==> src/rtl/wdog_pkg.sv <==
package wdog_pkg;

  // Strobes from the control unit to the counter datapath
  typedef struct packed {
    logic loadInit;   // load the initial-period value
    logic loadNorm;   // load the normal-period value
    logic dec;        // count down by one
  } cntStrobe_t;

  localparam logic [7:0]  OFS_CTRL  = 8'h00;
  localparam logic [7:0]  OFS_RANGE = 8'h04;
  localparam logic [7:0]  OFS_COUNT = 8'h08;
  localparam logic [7:0]  OFS_KICK  = 8'h0C;
  localparam logic [31:0] KICK_KEY  = 32'h0000_0076;
  localparam int          EXP_VALUES = 16;

endpackage

==> src/rtl/wdog_datapath.sv <==
module wdog_datapath
  import wdog_pkg::*;
#(
  parameter int CNT_W    = 32,
  parameter int BASE_EXP = 16
) (
  input  logic             clk,
  input  logic             rstN,
  input  cntStrobe_t       strobe,
  input  logic [3:0]       initRange,
  input  logic [3:0]       normRange,
  output logic [CNT_W-1:0] cnt,
  output logic             cntZero
);

  localparam int TBL_N = EXP_VALUES;

  logic [CNT_W-1:0] periodTbl [TBL_N];
  logic [CNT_W-1:0] cntQ;

  // Reload values: 2^(BASE_EXP+g) - 1, so a full period spans 2^(BASE_EXP+g) cycles
  for (genvar g = 0; g < TBL_N; g++) begin : g_period
    assign periodTbl[g] = CNT_W'((64'd1 << (BASE_EXP + g)) - 64'd1);
  end

  always_ff @(posedge clk or negedge rstN) begin
    if (!rstN) begin
      cntQ <= '0;
    end else if (strobe.loadInit) begin
      cntQ <= periodTbl[initRange];
    end else if (strobe.loadNorm) begin
      cntQ <= periodTbl[normRange];
    end else if (strobe.dec) begin
      cntQ <= cntQ - CNT_W'(1);
    end
  end

  assign cnt     = cntQ;
  assign cntZero = (cntQ == '0);

  AST_COUNT_STEP: assert property (@(posedge clk) disable iff (!rstN)
    strobe.dec |=> cnt == $past(cnt) - CNT_W'(1));

  AST_IDLE_HOLD: assert property (@(posedge clk) disable iff (!rstN)
    !(strobe.dec || strobe.loadInit || strobe.loadNorm) |=> $stable(cnt));

  AST_STROBE_ONEHOT: assert property (@(posedge clk) disable iff (!rstN)
    $onehot0({strobe.loadInit, strobe.loadNorm, strobe.dec}));

  AST_NO_WRAP: assert property (@(posedge clk) disable iff (!rstN)
    strobe.dec |-> !cntZero);

endmodule

==> src/rtl/wdog_ctrl.sv <==
module wdog_ctrl
  import wdog_pkg::*;
#(
  parameter int ADDR_W     = 8,
  parameter int DATA_W     = 32,
  parameter int CNT_W      = 32,
  parameter int RST_CYCLES = 8
) (
  input  logic              clk,
  input  logic              rstN,
  input  logic [ADDR_W-1:0] busAddr,
  input  logic              busWrEn,
  input  logic [DATA_W-1:0] busWrData,
  output logic [DATA_W-1:0] busRdData,
  input  logic [CNT_W-1:0]  cnt,
  input  logic              cntZero,
  output cntStrobe_t        strobe,
  output logic [3:0]        initRange,
  output logic [3:0]        normRange,
  output logic              irq,
  output logic              sysRst
);

  localparam int RC_W = $clog2(RST_CYCLES + 1);

  logic             enQ, modeQ, irqQ;
  logic [7:0]       rangeQ;
  logic [RC_W-1:0]  rstCntQ;

  logic selCtrl, selRange, selCount, selKick;
  logic ctrlWr, rangeWr, kickWr;
  logic keyOk, disWr, enRise, expire, fire;

  always_comb begin
    selCtrl  = (busAddr == ADDR_W'(OFS_CTRL));
    selRange = (busAddr == ADDR_W'(OFS_RANGE));
    selCount = (busAddr == ADDR_W'(OFS_COUNT));
    selKick  = (busAddr == ADDR_W'(OFS_KICK));
    ctrlWr   = busWrEn && selCtrl;
    rangeWr  = busWrEn && selRange;
    kickWr   = busWrEn && selKick;
    keyOk    = kickWr && enQ && (busWrData == DATA_W'(KICK_KEY));
    disWr    = ctrlWr && !busWrData[0];
    enRise   = ctrlWr && busWrData[0] && !enQ;
    expire   = enQ && cntZero && !keyOk && !disWr;
    fire     = expire && (!modeQ || irqQ);
  end

  always_comb begin
    strobe.loadInit = enRise;
    strobe.loadNorm = keyOk || expire;
    strobe.dec      = enQ && !disWr && !keyOk && !expire;
  end

  always_ff @(posedge clk or negedge rstN) begin
    if (!rstN) begin
      enQ    <= 1'b0;
      modeQ  <= 1'b0;
      rangeQ <= '0;
    end else begin
      if (ctrlWr) begin
        enQ   <= busWrData[0];
        modeQ <= busWrData[1];
      end
      if (rangeWr) begin
        rangeQ <= busWrData[7:0];
      end
    end
  end

  always_ff @(posedge clk or negedge rstN) begin
    if (!rstN) begin
      irqQ <= 1'b0;
    end else if (keyOk || disWr) begin
      irqQ <= 1'b0;
    end else if (expire && modeQ) begin
      irqQ <= 1'b1;
    end
  end

  always_ff @(posedge clk or negedge rstN) begin
    if (!rstN) begin
      rstCntQ <= '0;
    end else if (fire) begin
      rstCntQ <= RC_W'(RST_CYCLES);
    end else if (rstCntQ != '0) begin
      rstCntQ <= rstCntQ - RC_W'(1);
    end
  end

  always_comb begin
    busRdData = '0;
    if (selCtrl) begin
      busRdData = DATA_W'({modeQ, enQ});
    end else if (selRange) begin
      busRdData = DATA_W'(rangeQ);
    end else if (selCount) begin
      busRdData = DATA_W'(cnt);
    end
  end

  assign initRange = rangeQ[7:4];
  assign normRange = rangeQ[3:0];
  assign irq       = irqQ;
  assign sysRst    = (rstCntQ != '0);

  AST_MODE0_RESET: assert property (@(posedge clk) disable iff (!rstN)
    expire && !modeQ |=> sysRst);

  AST_IRQ_FIRST: assert property (@(posedge clk) disable iff (!rstN)
    expire && modeQ && !irqQ |=> irq);

  AST_SECOND_EXPIRY: assert property (@(posedge clk) disable iff (!rstN)
    expire && modeQ && irqQ |=> sysRst && irq);

  AST_KEY_CLEARS: assert property (@(posedge clk) disable iff (!rstN)
    keyOk |=> !irq);

  AST_BAD_KEY_IGNORED: assert property (@(posedge clk) disable iff (!rstN)
    kickWr && !keyOk && !expire |=> $stable(irq));

  AST_DISABLE_CLEARS: assert property (@(posedge clk) disable iff (!rstN)
    disWr |=> !irq);

endmodule

==> src/rtl/wdog_top.sv <==
module wdog_top
  import wdog_pkg::*;
#(
  parameter int ADDR_W     = 8,
  parameter int DATA_W     = 32,
  parameter int CNT_W      = 32,
  parameter int BASE_EXP   = 16,
  parameter int RST_CYCLES = 8
) (
  input  logic              clk,
  input  logic              rstN,
  input  logic [ADDR_W-1:0] busAddr,
  input  logic              busWrEn,
  input  logic [DATA_W-1:0] busWrData,
  output logic [DATA_W-1:0] busRdData,
  output logic              irq,
  output logic              sysRst
);

  cntStrobe_t       strobe;
  logic [3:0]       initRange, normRange;
  logic [CNT_W-1:0] cnt;
  logic             cntZero;

  wdog_ctrl #(
    .ADDR_W(ADDR_W), .DATA_W(DATA_W), .CNT_W(CNT_W), .RST_CYCLES(RST_CYCLES)
  ) u_ctrl (
    .clk(clk), .rstN(rstN),
    .busAddr(busAddr), .busWrEn(busWrEn), .busWrData(busWrData), .busRdData(busRdData),
    .cnt(cnt), .cntZero(cntZero), .strobe(strobe),
    .initRange(initRange), .normRange(normRange),
    .irq(irq), .sysRst(sysRst)
  );

  wdog_datapath #(
    .CNT_W(CNT_W), .BASE_EXP(BASE_EXP)
  ) u_datapath (
    .clk(clk), .rstN(rstN), .strobe(strobe),
    .initRange(initRange), .normRange(normRange),
    .cnt(cnt), .cntZero(cntZero)
  );

endmodule

==> config.mk <==
export PLATFORM = sky130hd
export DESIGN_NAME = wdog_top
export DESIGN_NICKNAME = d
export VERILOG_FILES = /design/src/rtl/wdog_pkg.sv /design/src/rtl/wdog_datapath.sv /design/src/rtl/wdog_ctrl.sv /design/src/rtl/wdog_top.sv
export SDC_FILE = /design/constraint.sdc
export NUM_CORES = 1
export LEC_CHECK = 0
export ABC_AREA = 1
export BUFFER_PORTS_ARGS = -buffer_cell sky130_fd_sc_hd__buf_4
export CAP_MARGIN = 20
export CORE_ASPECT_RATIO = 1.25
export CORE_UTILIZATION = 61
export CTS_CLUSTER_SIZE = 14
export DETAILED_ROUTE_END_ITERATION = 7
export PLACE_DENSITY_LB_ADDON = 0.2
export SYNTH_ARGS = -nofsm -noshare
export SYNTH_HDL_FRONTEND = slang
export SYNTH_SLANG_ARGS = --single-unit
==> constraint.sdc <==
create_clock -name clk -period 3.74 [get_ports clk]
set_input_delay 0.187 -clock clk [delete_from_list [all_inputs] [get_ports clk]]
set_output_delay 0.187 -clock clk [all_outputs]
set_load 0.03 [all_outputs]
==> results.toml, run 1 <==
[status]
status = "finished, final reports clean"

[global_routing]
grt_pass1_wl_um = 19800
overflow = 0
grt_pass1_vias = 4285
antenna_found_initial = 0
grt_max_degree = 48
grtUsageTotal = 0.370

[final_layout]
fin_util = 0.734
area_growth_pct = 16.1
drive_above_1_share = 0.202
num-nets-final = 766
diodes = 0

[power_and_ir_drop]
power.density_mw_per_mm2 = 433
comb_power_share = 0.434
power_frac_seq = 0.416
p_clk_frac = 0.149
p_leak_nw = 2.42
peakVddDrop_mv = 0.369
switchingPower_uw = 971
p_int_mw = 1.11
p_sw_frac = 0.466

[yosys]
synth_top_family_by_area = "simple AND/OR/NAND/NOR gates"
synth-xor-area-share = 0.0295
synth-compound-area-share = 0.0968
yosys.area_share.simple = 0.482
ys_seq_area_frac = 0.283
synth.ff_latch_count = 47
yosysWarnings = 0
synth_top_area_frac = 0.283
synthAdderAreaFrac = 0.00904
synth_ff_type = "dfrtp_1"
synth_fp_nets = 699
ys_types = 38
synth_edf_count = 0
synth_cells = 653
synth.avg_cell_area_um2 = 6.36
ys_async_sr_fraction = 1.00
synth_top_cell_by_area = "dfrtp_1"
synth.cell_area_mm2 = 0.00415
synthMuxAreaShare = 0
synthTopCellsByArea = "dfrtp_1 28%, nand2_1 14%, nor2_1 12%, inv_1 6.8%, nand3_1 4.2%"

[worst_setup_path]
crit_required_ns = 3.91
crit_type = "reg -> reg"
cp-startpoint = "u_ctrl.enQ$_DFFE_PN0N_"
ff2ff_path_depth = 9
worstSetupStartpointType = "register"
arrival_ns = 2.60
critPathMaxFanout = 20
critPathCaptureType = "register"
r2r_end = "u_datapath.cnt[6]$_DFFE_PN0P_"
reg2reg_slack_ns = 1.31
timing.rr.start = "u_ctrl.enQ$_DFFE_PN0N_"

[drt]
final_antenna_net_count = 0
wl_per_cell_um = 15.6
drt_first_pass_iters = 5
postRouteWirelength_um = 12600
vias = 4590
viasPerCell = 5.68
drcViolationCount = 0
drt_iter0_drc = 331

[timing]
finalSetupViolCount = 0
tns_ns = 0
fin_crit_ns = 2.43
slew_violations = 0
rsz0062_at_grt = "false"
fin_skew_ns = 0.00950
worstMarginPinSlew_ns = 0.945
slew_headroom = 0.370
fmax_mhz = 412
fin_crit_sh = 0.648
hold_viol = 0

[floorplan]
ios = 77
num_rows = 33
initial_utilization = 0.632
core_mm2 = 0.00657
die_area_mm2 = 0.00714
die_w_um = 75.8
fp.dieH_um = 94.2

[clock_tree]
clk_latency_ns = 0.31
htreeDepth = 2
cts_resized = 0
max-clock-path-buffers = 2
clk_pin_slew_ns = 0.09
clock_sinks = 47
root_buffer = "clkbuf_8"
cts_tree = "yes"
numCtsBuffers = 5
post-cts-setup-buffers = 0
cts_hold_buf = 1

[placement]
dp_hpwl_um = 10000
gp_routability_congestion = 1.00
portBuffers = 76

[worst_hold_path]
holdPathEnd = "u_ctrl.rangeQ[5]$_DFFE_PN0P_"
min_path_type = "in -> reg"
hold_depth = 3
worstHoldStart = "busWrData[5]"

[run]
cap_viol_max_count = 0
power by group through the flow:
| stage | combinational, mW | clock (mW) | sequential, mW |
|---|---|---|---|
| floorplan | 0.674 | 0 | 0.787 |
| detailed placement | 0.886 | 0 | 0.870 |
| global route | 1.02 | 0.336 | 0.879 |
| global placement | 0.872 | 0 | 0.866 |
| CTS | 0.896 | 0.311 | 0.858 |
| finish | 0.905 | 0.311 | 0.868 |
worst max-delay path by stage:
stage | end | depth (start not counted)
after global placement | u_datapath.cnt[7]$_DFFE_PN0P_ | 9
after CTS | u_datapath.cnt[6]$_DFFE_PN0P_ | 9
after floorplan | u_datapath.cnt[21]$_DFFE_PN0P_ | 12
after detailed placement | u_datapath.cnt[6]$_DFFE_PN0P_ | 9
final | u_datapath.cnt[6]$_DFFE_PN0P_ | 9
after global routing | u_datapath.cnt[6]$_DFFE_PN0P_ | 9
stage by stage:
stage               cell area, um2  power (mW)  setup slack, ns  cells  hold WS, ns
global route                  4820        2.23             1.14    808        0.181
global placement              4720        1.74             1.50    799        0.224
finish                        4820        2.08             1.31    808        0.150
CTS                           4820        2.07             1.36    808        0.147
detailed placement            4720        1.76             1.35    799        0.243
floorplan                     4150        1.46             1.93    653       -0.109
worst max-delay path: stages (launching register included):
cell	delay (ns)
dfrtp_1	0.57
inv_1	0.18
nor2_1	0.17
nand2_2	0.32
nand3_4	0.29
inv_2	0.16
nand3_2	0.12
nand3_2	0.08
inv_2	0.25
o21ai_0	0.15
registers in the layout, indices dropped and copies added, names as in the netlist:
signal          count
u_ctrl.modeQ        1
u_ctrl.enQ          1
u_datapath.cnt     32
u_ctrl.rstCntQ      4
u_ctrl.rangeQ       8
u_ctrl.irq          1
cells in the final DEF (no fill, tap or decap), types with 2 or more instances in the layout:
cell / synthesis / layout
inv_2: 6 / 6
a31oi_1: 2 / 2
nand4_1: 13 / 13
o21ai_0: 24 / 24
inv_1: 75 / 75
ha_1: 3 / 3
nor2_1: 131 / 131
o22ai_1: 5 / 5
nor3_2: 2 / 2
a21oi_1: 22 / 22
nand3b_1: 2 / 2
dfrtp_1: 47 / 47
o21ai_1: 5 / 5
nor2_2: 11 / 11
nand3_4: 2 / 2
nor3_1: 29 / 29
xor2_1: 14 / 14
nor4_1: 8 / 8
or2_2: 3 / 3
nand3_1: 35 / 35
nand3_2: 15 / 15
and2_1: 2 / 2
nor2_4: 5 / 5
nand2_2: 9 / 9
clkbuf_8: 0 / 5
o221ai_1: 2 / 2
nand2_1: 152 / 152
a21oi_2: 5 / 5
buf_4: 2 / 76
synthesized netlist by cell type (3+ instances only):
master and count:
nand2_1 152, nor2_1 131, inv_1 75, dfrtp_1 47, nand3_1 35, nor3_1 29
o21ai_0 24, a21oi_1 22, nand3_2 15, xor2_1 14, nand4_1 13, nor2_2 11
nand2_2 9, nor4_1 8, clkbuf_1 6, inv_2 6, a21oi_2 5, buf_2 5
nor2_4 5, o21ai_1 5, o22ai_1 5, buf_6 4, ha_1 3, or2_2 3
layout make-up:
| cell class | instances | area, um2 |
|---|---|---|
| Timing Repair Buffer | 77 | 581 |
| Inverter | 81 | 304 |
| Multi-Input combinational cell | 508 | 2560 |
| Clock buffer | 6 | 72.6 |
| Tap cell | 87 | 109 |
| Clock inverter | 2 | 12.5 |
| Fill cell | 574 | 1750 |
| Sequential cell | 47 | 1180 |
layer usage:
metal | track usage | wire, um | vias to the layer above | share of wire
li1 | - | - | 2223 | -
met2 | 0.618 | 6200 | 217 | 0.49
met1 | 0.446 | 5100 | 2104 | 0.40
met3 | 0.0536 | 711 | 46 | 0.056
met4 | 0.201 | 617 | 0 | 0.049
met5 | 0 | 0 | - | 0
cells by family after synthesis:
group                    after synthesis
AO/OA/AOI/OAI                         68
XOR/XNOR                              14
adder cells (fa/ha/maj)                3
buffers and inverters                 98
flip-flops                            47
AND/OR/NAND/NOR                      423
Note: power is estimated with default switching activity, not from simulation.
==> run 2: changes to the inputs <==
--- a/config.mk
+++ b/config.mk
@@ -5,11 +5,11 @@
 export SDC_FILE = /design/constraint.sdc
 export NUM_CORES = 1
 export LEC_CHECK = 0
-export ABC_AREA = 1
+export ABC_AREA = 0
 export BUFFER_PORTS_ARGS = -buffer_cell sky130_fd_sc_hd__buf_4
 export CAP_MARGIN = 20
 export CORE_ASPECT_RATIO = 1.25
-export CORE_UTILIZATION = 61
+export CORE_UTILIZATION = 49
 export CTS_CLUSTER_SIZE = 14
 export DETAILED_ROUTE_END_ITERATION = 7
 export PLACE_DENSITY_LB_ADDON = 0.2
==> constraint.sdc (replaced) <==
create_clock -name clk -period 2.1 [get_ports clk]
set_input_delay 0.105 -clock clk [delete_from_list [all_inputs] [get_ports clk]]
set_output_delay 0.105 -clock clk [all_outputs]
set_load 0.03 [all_outputs]
==> run 2 against run 1 <==
  * The run now ends with setup timing left
  * Global-route usage down 2.7 points
  * Die area fell by 2.8%
  * Final area rose by 2.5%
  * Total power rose by 110%
  * Hold slack got worse by 0.12 ns
  * Highest routed layer unchanged
==> results.toml, run 2 <==
[power_and_ir_drop]
power.density_mw_per_mm2 = 870
p_leak_nw = 2.33
power_mw = 4.29
peakVddDrop_mv = 0.463

[floorplan]
die_area_mm2 = 0.00694
initial_utilization = 0.515
num_rows = 32
die_w_um = 74.7
fp.dieH_um = 92.9
ios = 77
core_mm2 = 0.00629

[yosys]
ys_seq_area_frac = 0.363
synth_commonest_cells = "47 x dfrtp_1, 44 x nor2_1, 37 x nand2_1"
ys_types = 56
ys_async_sr_fraction = 1.00
synth_fp_nets = 431
yosysMostFrequentCell = "dfrtp_1"
synth_top_cell_by_area = "dfrtp_1"
synth_top_area_frac = 0.363
synth.avg_cell_area_um2 = 8.41
synth_edf_count = 0
synthTopCellsByArea = "dfrtp_1 36%, and2_1 5.2%, nor2_1 5.1%, xnor2_1 4.3%, nand2_1 4.3%"
synth_cells = 385
yosysWarnings = 0
synth.cell_area_mm2 = 0.00324
synth_ff_type = "dfrtp_1"
synth.ff_latch_count = 47

[timing]
worstMarginPinSlew_ns = 0.622
fin_crit_ns = 2.77
fin_skew_ns = 0.0109
slew_headroom = 0.586
hold_viol = 0
timing.hold.ws_ns = 0.0342
slew_violations = 0
layout_setup_ws_ns = -0.667
finalSetupViolCount = 23
rsz0062_at_grt = "true"
fmax_mhz = 361
fin_crit_sh = 1.32

[drt]
drt_iter0_drc = 281
top_layer = "met4"
drt_first_pass_iters = 5
wl_per_cell_um = 18.1
vias = 3752
wl_met1_um = 4400
final_antenna_net_count = 0
met3_length_um = 711
met2_length_um = 5850
viasPerCell = 5.99
postRouteWirelength_um = 11400
drcViolationCount = 0

[clock_tree]
cts_tree = "yes"
htreeDepth = 2
clk_latency_ns = 0.31
clk_pin_slew_ns = 0.09
clock_sinks = 47
root_buffer = "clkbuf_8"
numCtsBuffers = 5
max-clock-path-buffers = 2

[placement]
portBuffers = 76
dp_cells = 604
post-place-ws_ns = -0.625
dp_hpwl_um = 7910
gp_routability_congestion = 0.912

[worst_setup_path]
crit_path_max_incr_delay_ns = 0.47
cp-startpoint = "u_datapath.cnt[0]$_DFFE_PN0P_"
slowest_stage = "or4b_4"
crit_type = "reg -> reg"
cp_cell_sequence = "inv_2, ha_4, or4b_4, or4_4, nor3_4, a41oi_4, or3b_1, a21oi_2, o31ai_2"
worstSetupStartpointType = "register"
critPathCaptureType = "register"
arrival_ns = 2.95
crit_required_ns = 2.29
critPathMaxFanout = 6
timing.rr.start = "u_datapath.cnt[0]$_DFFE_PN0P_"

[final_layout]
fin_util = 0.785
diodes = 0
num-nets-final = 586
final_cell_mix = "156 x buf_4, 47 x dfrtp_1, 44 x nor2_1"
final_common_cell = "buf_4"
drive_above_1_share = 0.418
largest_reg_flops = 32
stdcell_count = 626
area_growth_pct = 52.5

[global_routing]
antenna_found_initial = 0
grt_pass1_vias = 3741
grtUsageTotal = 0.343
grt_pass1_wl_um = 18100
grt_max_degree = 48
overflow = 0

[status]
violations = "setup timing"
status = "finished, violations left"

[worst_hold_path]
worstHoldStart = "busWrData[2]"
min_path_type = "in -> reg"

[run]
cap_viol_max_count = 0
[run 2: changes by cell type in the layout (fill, tap and decap cells not counted), sizes merged, moves of 15 or more]
cell,previous run,this run
nor2,148,44
o21ai,30,15
inv,81,8
xnor2,0,16
nand3,52,8
buf,76,167
and2,2,27
nand2,162,37
[run 2: routing by layer]
metal,vias up,track usage
met2,176,0.584
met5,-,0
met4,0,0.162
met3,40,0.0718
li1,1702,-
met1,1834,0.402
[run 2: final cells by class]
type | count | area, um2
Inverter | 8 | 30.0
Sequential cell | 47 | 1180
Timing Repair Buffer | 168 | 1320
Fill cell | 441 | 1350
Clock inverter | 2 | 35.0
Clock buffer | 6 | 82.6
Multi-Input combinational cell | 310 | 2180
Tap cell | 85 | 106
[run 2: stage by stage]
step | instance area [um2] | setup TNS, ns
6_report | 4940 | -11.33
5_1_grt | 4940 | -13.43
4_1_cts | 4790 | -10.27
3_5_place_dp | 4480 | -10.97
3_3_place_gp | 4480 | -9.93
2_1_floorplan | 3270 | -11.73
[run 2: final timing paths]
| kind | slack [ns] | depth (start not counted) | to |
|---|---|---|---|
| min in group asynchronous | 0.36 | 2 | u_datapath.cnt[4]$_DFFE_PN0P_ |
| max in group asynchronous | 1.32 | 2 | u_datapath.cnt[26]$_DFFE_PN0P_ |
| setup / recovery | -0.67 | 9 | u_datapath.cnt[20]$_DFFE_PN0P_ |
| hold / removal | 0.03 | 2 | u_ctrl.rangeQ[2]$_DFFE_PN0P_ |
| hold reg to reg | 0.55 | 2 | u_ctrl.rstCntQ[1]$_DFFE_PN0P_ |
| setup reg to reg | -0.67 | 9 | u_datapath.cnt[20]$_DFFE_PN0P_ |
[run 2: cell families (layout without fill, tap and decap cells)]
| family | after synthesis | after routing | synth area share |
|---|---|---|---|
| muxes | 14 | 14 | 0.0472 |
| xor gates and xnor gates | 22 | 22 | 0.0595 |
| AOI/OAI and AO/OA | 73 | 74 | 0.153 |
| and+or+nand+nor | 197 | 197 | 0.328 |
| DFF | 47 | 47 | 0.363 |
| buffers and inverters | 29 | 184 | 0.0371 |
| adders and majority gates | 3 | 3 | 0.0116 |
[run 2: where the power goes]
part           switching (mW)  total, mW  internal (mW)  leakage [nW]
registers               0.222       1.40           1.17         0.614
clock network           0.320      0.706          0.386        0.0612
logic                    1.12       2.19           1.07          1.65
[run 2: worst max-delay path, delay by kind of cell, from the launching register on]
family | cells | cell delay [ns]
DFF | 1 | 0.40
and+or+nand+nor | 4 | 1.58
adders and majority gates | 1 | 0.13
buffers and inverters | 1 | 0.08
AOI/OAI and AO/OA | 3 | 0.45
[run 2: repair_timing]
action                                 CTS  global route
setup buffers                            5             7
setup endpoints to repair               35            28
hold buffers                             1             0
cloned                                   1             1
pin swaps                               14            15
gates resized for setup                 30            24
endpoints found under the hold margin   47             0
==> run 3: changes to the inputs <==
--- a/config.mk
+++ b/config.mk
@@ -9,10 +9,11 @@
 export BUFFER_PORTS_ARGS = -buffer_cell sky130_fd_sc_hd__buf_4
 export CAP_MARGIN = 20
 export CORE_ASPECT_RATIO = 1.25
-export CORE_UTILIZATION = 49
+export CORE_UTILIZATION = 51
+export CTS_BUF_LIST = sky130_fd_sc_hd__clkbuf_8
 export CTS_CLUSTER_SIZE = 14
 export DETAILED_ROUTE_END_ITERATION = 7
-export PLACE_DENSITY_LB_ADDON = 0.2
+export PLACE_DENSITY_LB_ADDON = 0.05
 export SYNTH_ARGS = -nofsm -noshare
 export SYNTH_HDL_FRONTEND = slang
 export SYNTH_SLANG_ARGS = --single-unit
==> run 3 against run 2 <==
  * The run still ends with setup timing left
  * Die area shrank 3.8%
  * Maximum frequency down 1.1%
  * Global-route usage decreased by 0.72 points
  * Wire length fell by 2.6%
  * Hold slack improved by 0.0042 ns
  * Flip-flop and latch count unchanged
  * Final area down 1.2%
  * First-iteration DRC count is 9.6% lower
  * Sequential power about the same
  * Sequential share of layout area increased by 0.28 points
  * Largest power group unchanged
  * Highest routed layer unchanged
==> results.toml, run 3 (synthesized netlist as in run 2, its figures left out) <==
[status]
status = "finished, violations left"
violations = "setup timing"

[power_and_ir_drop]
peakVddDrop_mv = 0.561
p_clk_frac = 0.132
power.density_mw_per_mm2 = 844
p_leak_nw = 2.31
switchingPower_mw = 1.65
p_int_mw = 2.47
p_sw_frac = 0.399
power_frac_seq = 0.341
power_mw = 4.12
comb_power_share = 0.526

[drt]
viasPerCell = 5.95
drt_iter0_drc = 254
drcViolationCount = 0
vias = 3770
final_antenna_net_count = 0
drt_first_pass_iters = 4
wl_per_cell_um = 17.4
postRouteWirelength_um = 11100

[clock_tree]
root_buffer = "clkbuf_8"
clk_pin_slew_ns = 0.10
max-clock-path-buffers = 2
clk_latency_ns = 0.31
clock_sinks = 47
cts_tree = "yes"
htreeDepth = 2
numCtsBuffers = 5

[timing]
fin_crit_ns = 2.80
layout_setup_ws_ns = -0.697
finalSetupViolCount = 37
fin_crit_sh = 1.33
fmax_mhz = 358
hold_viol = 0
fin_skew_ns = 0.0135
worstMarginPinSlew_ns = 0.632
slew_headroom = 0.579
slew_violations = 0
rsz0062_at_grt = "true"

[global_routing]
antenna_found_initial = 0
grt_max_degree = 48
grt_pass1_wl_um = 17100
grt_pass1_vias = 3454
grtUsageTotal = 0.336
overflow = 0

[worst_setup_path]
ff2ff_path_depth = 11
arrival_ns = 3.05
crit_type = "reg -> reg"
critPathMaxFanout = 5
critPathCaptureType = "register"
crit_required_ns = 2.35
worstSetupStartpointType = "register"

[final_layout]
final_cell_mix = "166 x buf_4, 47 x dfrtp_1, 44 x nor2_1"
largest_reg_flops = 32
area_growth_pct = 50.8
num-nets-final = 594
drive_above_1_share = 0.410
final_common_cell = "buf_4"
multi_input_area_mm2 = 0.00212
diodes = 0
ff_latch_area_mm2 = 0.00118
fill_cells = 463
fin_util = 0.791

[floorplan]
num_rows = 32
die_w_um = 73.3
core_mm2 = 0.00617
fp.dieH_um = 91.1
ios = 77
die_area_mm2 = 0.00667
initial_utilization = 0.525

[run]
cap_viol_max_count = 0

[placement]
portBuffers = 76
post-place-ws_ns = -0.623
dp_hpwl_um = 7950
gp_routability_congestion = 0.927

[worst_hold_path]
min_path_type = "in -> reg"
hold_depth = 2
-- run 3: changes by cell type in the layout (fill, tap and decap cells not counted), sizes merged --
cell | previous run | this run
clkinv | 1 | 3
buf | 167 | 175
bufinv | 1 | 0
clkbuf | 6 | 5
-- run 3: metrics by stage --
step	cells	hold slack (ns)	cell area [um2]	setup TNS, ns
CTS	623	0.0395	4690	-13.56
detailed placement	607	0.158	4480	-11.68
finish	634	0.0384	4880	-17.07
global route	634	0.0419	4880	-20.25
floorplan	385	-0.191	3270	-11.73
global placement	607	0.151	4480	-10.43
-- run 3: worst max-delay path, cell delays in order (launching register included) --
cell	delay, ns
dfrtp_1	0.40
inv_2	0.09
ha_4	0.13
or4b_4	0.46
or4_4	0.46
nor3_4	0.24
buf_4	0.17
a41oi_4	0.12
buf_6	0.17
mux2i_1	0.11
a221oi_1	0.26
a21o_1	0.12
-- run 3: path summary, 6_finish.rpt --
check                      slack, ns                           from                              to
max                            -0.70  u_datapath.cnt[0]$_DFFE_PN0P_  u_datapath.cnt[18]$_DFFE_PN0P_
min                             0.04                   busWrData[2]    u_ctrl.rangeQ[2]$_DFFE_PN0P_
max reg2reg                    -0.70  u_datapath.cnt[0]$_DFFE_PN0P_  u_datapath.cnt[18]$_DFFE_PN0P_
min reg2reg                     0.56  u_ctrl.rstCntQ[1]$_DFFE_PN0P_   u_ctrl.rstCntQ[1]$_DFFE_PN0P_
max in group asynchronous       1.31                           rstN  u_datapath.cnt[30]$_DFFE_PN0P_
min in group asynchronous       0.36                           rstN   u_datapath.cnt[4]$_DFFE_PN0P_
-- run 3: final cells by class --
class | count | share of cell area
Clock buffer | 5 | 0.0141
Clock inverter | 3 | 0.00308
Inverter | 8 | 0.00615
Multi-Input combinational cell | 310 | 0.435
Sequential cell | 47 | 0.241
Tap cell | 85 | 0.0218
Timing Repair Buffer | 176 | 0.279
-- run 3: power by group through the flow --
| stage | Sequential (mW) | Combinational, mW | Clock [mW] |
|---|---|---|---|
| after floorplan | 1.44 | 0.881 | 0 |
| after global placement | 1.40 | 1.87 | 0 |
| after detailed placement | 1.41 | 1.91 | 0 |
| after CTS | 1.40 | 2.01 | 0.542 |
| after global routing | 1.44 | 2.35 | 0.579 |
| final | 1.41 | 2.17 | 0.545 |
-- run 3: repair_timing --
item,in CTS,in global routing
gates resized for setup,16,26
hold buffers,1,0
pin swaps,4,13
hold endpoints to repair,47,0
gates cloned,0,2
endpoints found under the setup margin,37,37
buffers inserted,7,10
-- run 3: per-layer routing --
| metal | part of all wire | GRT usage | up-vias |
|---|---|---|---|
| met3 | 0.081 | 0.0366 | 50 |
| met2 | 0.50 | 0.571 | 237 |
| li1 | - | - | 1726 |
| met5 | 0 | 0 | - |
| met4 | 0.040 | 0.106 | 0 |
| met1 | 0.38 | 0.440 | 1757 |
